$ cat config.mk
export PLATFORM = sky130hd
export DESIGN_NAME = swsmi_gen
export DESIGN_NICKNAME = d
export VERILOG_FILES = /design/src/rtl/swsmi_pkg.sv /design/src/rtl/swsmi_prescaler.sv /design/src/rtl/swsmi_regs.sv /design/src/rtl/swsmi_blocktimer.sv /design/src/rtl/swsmi_gen.sv
export SDC_FILE = /design/constraint.sdc
export NUM_CORES = 1
export LEC_CHECK = 0
export ABC_CLOCK_PERIOD_IN_PS = 4400
export BUFFER_PORTS_ARGS = -buffer_cell sky130_fd_sc_hd__buf_2
export CAP_MARGIN = 25
export CORE_MARGIN = 3
export CORE_UTILIZATION = 55
export CTS_BUF_LIST = sky130_fd_sc_hd__clkbuf_16
export CTS_CLUSTER_DIAMETER = 50
export DETAILED_ROUTE_END_ITERATION = 10
export HOLD_SLACK_MARGIN = 0.06
export PLACE_DENSITY = 0.75
export SYNTH_ARGS = -nofsm -noshare
export SYNTH_HDL_FRONTEND = slang
export SYNTH_HIERARCHICAL = 1
export SYNTH_SLANG_ARGS = --single-unit
$ cat constraint.sdc
create_clock -name clk -period 4.4 [get_ports clk]
set_input_delay 0.66 -clock clk [delete_from_list [all_inputs] [get_ports clk]]
set_output_delay 0.66 -clock clk [all_outputs]
set_load 0.01 [all_outputs]
$ cat src/rtl/swsmi_pkg.sv
package swsmi_pkg;
  localparam logic [2:0] A_PWRCFG = 3'd0;
  localparam logic [2:0] A_CPUTYP = 3'd1;
  localparam logic [2:0] A_SRCSEL = 3'd2;
  localparam logic [2:0] A_COUNT  = 3'd3;
  localparam logic [2:0] A_TRIG   = 3'd4;
  localparam logic [2:0] A_STAT0  = 3'd5;
  localparam logic [2:0] A_STAT1  = 3'd6;
  localparam logic [7:0] CPUTYP_KEEP = 8'h9F;

  // one-hot request line for the IRQ selector: 10, 11, 12, 15
  function automatic logic [3:0] f_irq_onehot(input logic [1:0] sel);
    return 4'b0001 << sel;
  endfunction

  // a count may only run when it can still step down to one
  function automatic logic f_can_run(input logic [7:0] cnt);
    return cnt >= 8'd2;
  endfunction

  // the step that lands on one releases the block
  function automatic logic f_step_releases(input logic [7:0] cnt);
    return cnt == 8'd2;
  endfunction
endpackage

$ cat src/rtl/swsmi_prescaler.sv
module swsmi_prescaler #(
  parameter int TICK_DIV = 70
) (
  input  logic clk,
  input  logic rst_n,
  input  logic en,
  input  logic clr,
  output logic step
);
  localparam int PRE_W = (TICK_DIV > 2) ? $clog2(TICK_DIV) : 1;
  localparam logic [PRE_W-1:0] LAST = PRE_W'(TICK_DIV - 1);

  logic [PRE_W-1:0] pre_q;

  assign step = en && !clr && (pre_q == LAST);

  always_ff @(posedge clk) begin
    if (!rst_n || clr || !en || step) pre_q <= '0;
    else                              pre_q <= pre_q + 1'b1;
  end
endmodule

$ cat src/rtl/swsmi_regs.sv
module swsmi_regs
  import swsmi_pkg::*;
(
  input  logic       clk,
  input  logic       rst_n,
  input  logic       cfg_we,
  input  logic [2:0] cfg_addr,
  input  logic [7:0] cfg_wdata,
  input  logic       blocked,
  output logic       fire,
  output logic       restart,
  output logic       cnt_load,
  output logic       irq_mode,
  output logic [1:0] irq_sel,
  output logic [7:0] pwrcfg_q,
  output logic [7:0] cputyp_q,
  output logic [7:0] srcsel_q,
  output logic [7:0] stat0_q,
  output logic [7:0] stat1_q
);
  logic wr_trig;
  assign wr_trig  = cfg_we && (cfg_addr == A_TRIG);
  assign fire     = wr_trig && cfg_wdata[0] && !blocked && pwrcfg_q[7] && srcsel_q[4];
  assign restart  = wr_trig && cfg_wdata[1];
  assign cnt_load = cfg_we && (cfg_addr == A_COUNT);
  assign irq_mode = pwrcfg_q[4];
  assign irq_sel  = cputyp_q[1:0];

  always_ff @(posedge clk) begin
    if (!rst_n) begin
      pwrcfg_q <= '0;
      cputyp_q <= '0;
      srcsel_q <= '0;
      stat0_q  <= '0;
      stat1_q  <= '0;
    end else begin
      if (cfg_we) begin
        unique case (cfg_addr)
          A_PWRCFG: pwrcfg_q <= cfg_wdata;
          A_CPUTYP: cputyp_q <= cfg_wdata & CPUTYP_KEEP;
          A_SRCSEL: srcsel_q <= cfg_wdata;
          A_STAT0:  stat0_q  <= stat0_q & ~cfg_wdata;
          A_STAT1:  stat1_q  <= stat1_q & ~cfg_wdata;
          default:  ;
        endcase
      end
      if (fire) stat0_q[4] <= 1'b1;
    end
  end
endmodule

$ cat src/rtl/swsmi_blocktimer.sv
module swsmi_blocktimer
  import swsmi_pkg::*;
(
  input  logic       clk,
  input  logic       rst_n,
  input  logic       load,
  input  logic [7:0] load_val,
  input  logic       restart,
  input  logic       step,
  input  logic       fire,
  output logic [7:0] cnt_q,
  output logic       run_q,
  output logic       blocked_q,
  output logic       release_ev
);
  assign release_ev = step && !load && !restart && f_step_releases(cnt_q);

  always_ff @(posedge clk) begin
    if (!rst_n) begin
      cnt_q <= '0;
      run_q <= 1'b0;
    end else if (load) begin
      cnt_q <= load_val;
      run_q <= f_can_run(load_val);
    end else if (restart) begin
      run_q <= f_can_run(cnt_q);
    end else if (step) begin
      if (release_ev) begin
        cnt_q <= '0;
        run_q <= 1'b0;
      end else begin
        cnt_q <= cnt_q - 1'b1;
      end
    end
  end

  always_ff @(posedge clk) begin
    if (!rst_n)          blocked_q <= 1'b0;
    else if (fire)       blocked_q <= 1'b1;
    else if (release_ev) blocked_q <= 1'b0;
  end
endmodule

$ cat src/rtl/swsmi_gen.sv
module swsmi_gen
  import swsmi_pkg::*;
#(
  parameter int CLK_PER_US = 2,
  parameter int STEP_US    = 35
) (
  input  logic       clk,
  input  logic       rst_n,
  input  logic       cfg_we,
  input  logic [2:0] cfg_addr,
  input  logic [7:0] cfg_wdata,
  output logic [7:0] cfg_rdata,
  input  logic       smi_ack,
  output logic       smi_o,
  output logic [3:0] irq_req,
  output logic       blocked_o
);
  localparam int TICK_DIV = CLK_PER_US * STEP_US;

  logic       fire, restart, cnt_load, irq_mode, step, run_q, release_ev;
  logic [1:0] irq_sel;
  logic [7:0] pwrcfg_q, cputyp_q, srcsel_q, stat0_q, stat1_q, cnt_q;
  logic       smi_q;
  logic [3:0] irq_q;

  swsmi_regs u_regs (
    .clk(clk), .rst_n(rst_n), .cfg_we(cfg_we), .cfg_addr(cfg_addr),
    .cfg_wdata(cfg_wdata), .blocked(blocked_o), .fire(fire),
    .restart(restart), .cnt_load(cnt_load), .irq_mode(irq_mode),
    .irq_sel(irq_sel), .pwrcfg_q(pwrcfg_q), .cputyp_q(cputyp_q),
    .srcsel_q(srcsel_q), .stat0_q(stat0_q), .stat1_q(stat1_q)
  );

  swsmi_prescaler #(.TICK_DIV(TICK_DIV)) u_pre (
    .clk(clk), .rst_n(rst_n), .en(run_q), .clr(cnt_load || restart),
    .step(step)
  );

  swsmi_blocktimer u_tmr (
    .clk(clk), .rst_n(rst_n), .load(cnt_load), .load_val(cfg_wdata),
    .restart(restart), .step(step), .fire(fire), .cnt_q(cnt_q),
    .run_q(run_q), .blocked_q(blocked_o), .release_ev(release_ev)
  );

  always_ff @(posedge clk) begin
    if (!rst_n) begin
      smi_q <= 1'b0;
      irq_q <= '0;
    end else begin
      irq_q <= (fire && irq_mode) ? f_irq_onehot(irq_sel) : 4'b0000;
      if (fire && !irq_mode) smi_q <= 1'b1;
      else if (smi_ack)      smi_q <= 1'b0;
    end
  end

  assign smi_o   = smi_q;
  assign irq_req = irq_q;

  always_comb begin
    unique case (cfg_addr)
      A_PWRCFG: cfg_rdata = pwrcfg_q;
      A_CPUTYP: cfg_rdata = cputyp_q;
      A_SRCSEL: cfg_rdata = srcsel_q;
      A_COUNT:  cfg_rdata = cnt_q;
      A_TRIG:   cfg_rdata = {7'b0, run_q};
      A_STAT0:  cfg_rdata = stat0_q;
      A_STAT1:  cfg_rdata = stat1_q;
      default:  cfg_rdata = 8'h00;
    endcase
  end
endmodule

==> impl_metrics.sql <==
INSERT INTO impl_metrics (metric_group, metric, value, unit) VALUES
('status', 'status', 'complete, no violations', ''),
('cells_and_area', 'drive_gt1_share', '16.3', '%'),
('floorplan', 'ios', '29', ''),
('route', 'number_of_drc_violations_after_detailed_routing', '0', ''),
('route', 'vias_per_cell', '5.85', ''),
('clock_network', 'cts_buffer_depth', '2', ''),
('route', 'drt_wl_total', '7.19', 'mm'),
('yosys', 'yosysWarnings', '6', ''),
('place', 'port_buffers', '28', ''),
('clock_network', 'clk_pin_slew_worst_paths', '0.05', 'ns'),
('sta', 'worstMarginPinSlew', '0.941', 'ns'),
('sta', 'hold_ws', '0.436', 'ns'),
('clock_network', 'cts_buffers', '9', ''),
('cells_and_area', 'area_growth_syn_to_layout', '13.3', '%'),
('yosys', 'post_synthesis_instance_area', '0.00307', 'mm2'),
('power_and_ir_drop', 'power_leakage', '0.00134', 'uW'),
('global_route', 'grtUsageTotal', '24.1', '%'),
('sta', 'setup_viol', '0', ''),
('setup_path', 'critical-path-slowest-cell', 'buf_2', ''),
('global_route', 'grt_first_pass_wirelength', '11.6', 'mm'),
('power_and_ir_drop', 'power', '1500', 'uW'),
('setup_path', 'ordered_list_of_cells_on_the_worst_path', 'buf_2, nor4b_1, or2_2, nand4bb_1, nor2_1, nor2b_1, nand4_1, mux2i_1, a21oi_1', ''),
('worst_hold_path', 'hold_path.class', 'flip-flop to flip-flop', ''),
('floorplan', 'dieWidth', '80.7', 'um'),
('setup_path', 'critPathMaxStageDelay', '0.61', 'ns'),
('global_route', 'grt_overflow_total', '0', ''),
('power_and_ir_drop', 'ir_drop', '0.271', 'mV'),
('sta', 'achievable-frequency', '323', 'MHz'),
('floorplan', 'die_area', '0.00651', 'mm2'),
('floorplan', 'row_cnt', '26', ''),
('route', 'postRouteAntennaNets', '0', ''),
('clock_network', 'ctsResizeCount', '0', ''),
('global_route', 'antenna_found_initial', '0', ''),
('cells_and_area', 'final_core_utilization', '66.4', '%'),
('floorplan', 'dieHeight', '80.7', 'um'),
('global_route', 'grt_pass1_vias', '2306', ''),
('global_route', 'grt_start_max_net_pins', '59', ''),
('cells_and_area', 'finish.instance_area', '0.00348', 'mm2'),
('route', 'detail_route.iter0.violations', '222', ''),
('clock_network', 'h-tree-depth', '3', ''),
('sta', 'rsz0062_at_grt', 'no', ''),
('clock_network', 'clock_sinks', '60', ''),
('setup_path', 'cp_data_required_time', '4.60', 'ns'),
('clock_network', 'cts_tree', 'yes', ''),
('route', 'iteration_count_of_the_initial_detailed_routing_pass', '5', ''),
('setup_path', 'critical_path.endpoint_type', 'flip-flop', ''),
('cells_and_area', 'num-nets-final', '377', ''),
('sta', 'fin_skew', '0.00522', 'ns'),
('sta', 'setup_total_negative_slack', '0', 'ns'),
('clock_network', 'post_cts_buffers', '0', ''),
('place', 'dp_hpwl', '4.77', 'mm'),
('place', 'postPlaceCellArea', '0.00312', 'mm2'),
('clock_network', 'root_buffer', 'clkbuf_16', ''),
('route', 'routed_wire_length_per_instance', '16.6', 'um'),
('setup_path', 'timing_worst_setup_path_type', 'primary input to flip-flop', ''),
('cells_and_area', 'antenna_cells', '0', ''),
('job', 'number_of_maximum_capacitance_constraint_violations', '0', ''),
('clock_network', 'cts.hold.buffers_added', '0', ''),
('sta', 'shortest_clock_period_the_worst_path_allows_after_layout', '3.10', 'ns'),
('clock_network', 'clkLatencyLatePin', '0.32', 'ns'),
('sta', 'final-max-slew-violation-count', '0', ''),
('sta', 'layout_worst_path_cycle_share', '70.4', '%'),
('setup_path', 'worstPathArrival', '3.29', 'ns'),
('setup_path', 'timing.critical_path.from_type', 'primary input', ''),
('cells_and_area', 'final_cell_mix', 'dfxtp_1, nand2_1, buf_2', ''),
('yosys', 'synthesis.instances', '344', ''),
('cells_and_area', 'most_frequent_standard_cell_in_the_layout_excluding_fill_and_tap_cells', 'dfxtp_1', ''),
('floorplan', 'starting_density_of_the_core', '58.6', '%'),
('route', 'vias', '2532', ''),
('floorplan', 'placeableCoreArea', '0.00524', 'mm2'),
('place', 'gpl.final_weighted_congestion', '0.881', ''),
('yosys', 'postSynthAreaPerCell', '8.92', 'um2'),
('sta', 'maxSlewHeadroom', '37.3', '%'),
('setup_path', 'path_max_fanout', '34', ''),
('sta', 'hold_viol_final', '0', ''),
('power_and_ir_drop', 'power-per-cell-area', '432', 'mW/mm2');
==> report_power, final <==
part / internal (uW) / switching [uW]
clock network: 604 / 236
registers: 551 / 7.48
logic: 39.3 / 64.5
total: 1190 / 308
==> layer usage <==
layer	share of wire (%)	vias up	global-route usage [%]
met5	0	-	0
met4	1.3	0	11.7
li1	-	1248	-
met1	45	1209	32.4
met3	5.7	8	4.60
met2	48	67	37.0
==> stage by stage <==
stage / cells / setup WS, ns
floorplan: 345 / 1.82
global placement: 417 / 1.16
detailed placement: 417 / 1.01
CTS: 433 / 1.36
global route: 433 / 1.13
finish: 433 / 1.30
==> worst max-delay path: cells and delay by family <==
kind	cells	cell delay (ns)
AO/OA/AOI/OAI	1	0.07
AND/OR/NAND/NOR	6	1.76
buffers and inverters	1	0.61
multiplexers	1	0.18
==> worst paths after layout <==
check	slack, ns	endpoint	cells after the start	from
worst max register to register	2.31	u_tmr/cnt_q[6]	7	u_pre/pre_q[0]
worst max-delay path	1.30	u_tmr/cnt_q[6]	9	cfg_addr[0]
worst min-delay path	0.44	u_regs/stat1_q[5]	2	u_regs/stat1_q[5]
worst min register to register	0.44	u_regs/stat1_q[5]	2	u_regs/stat1_q[5]
==> cell type report <==
class,count,area [um2]
multi-input combinational,248,1650
inverter,11,41.3
clock buffer,9,225
fill,430,1760
tap,70,87.6
clock inverter,7,131
timing repair buffer,28,140
sequential,60,1200
==> registers in the layout, indices dropped and copies added (netlist names) <==
register,cells
u_regs/stat0_q,8
u_tmr/run_q,1
smi_o,1
u_regs/stat1_q,8
u_tmr/cnt_q,8
u_pre/pre_q,7
u_regs/cputyp_q,6
u_regs/srcsel_q,8
u_regs/pwrcfg_q,8
irq_req,4
u_tmr/blocked_q,1
No activity file was read; power rests on OpenSTA's default activity.
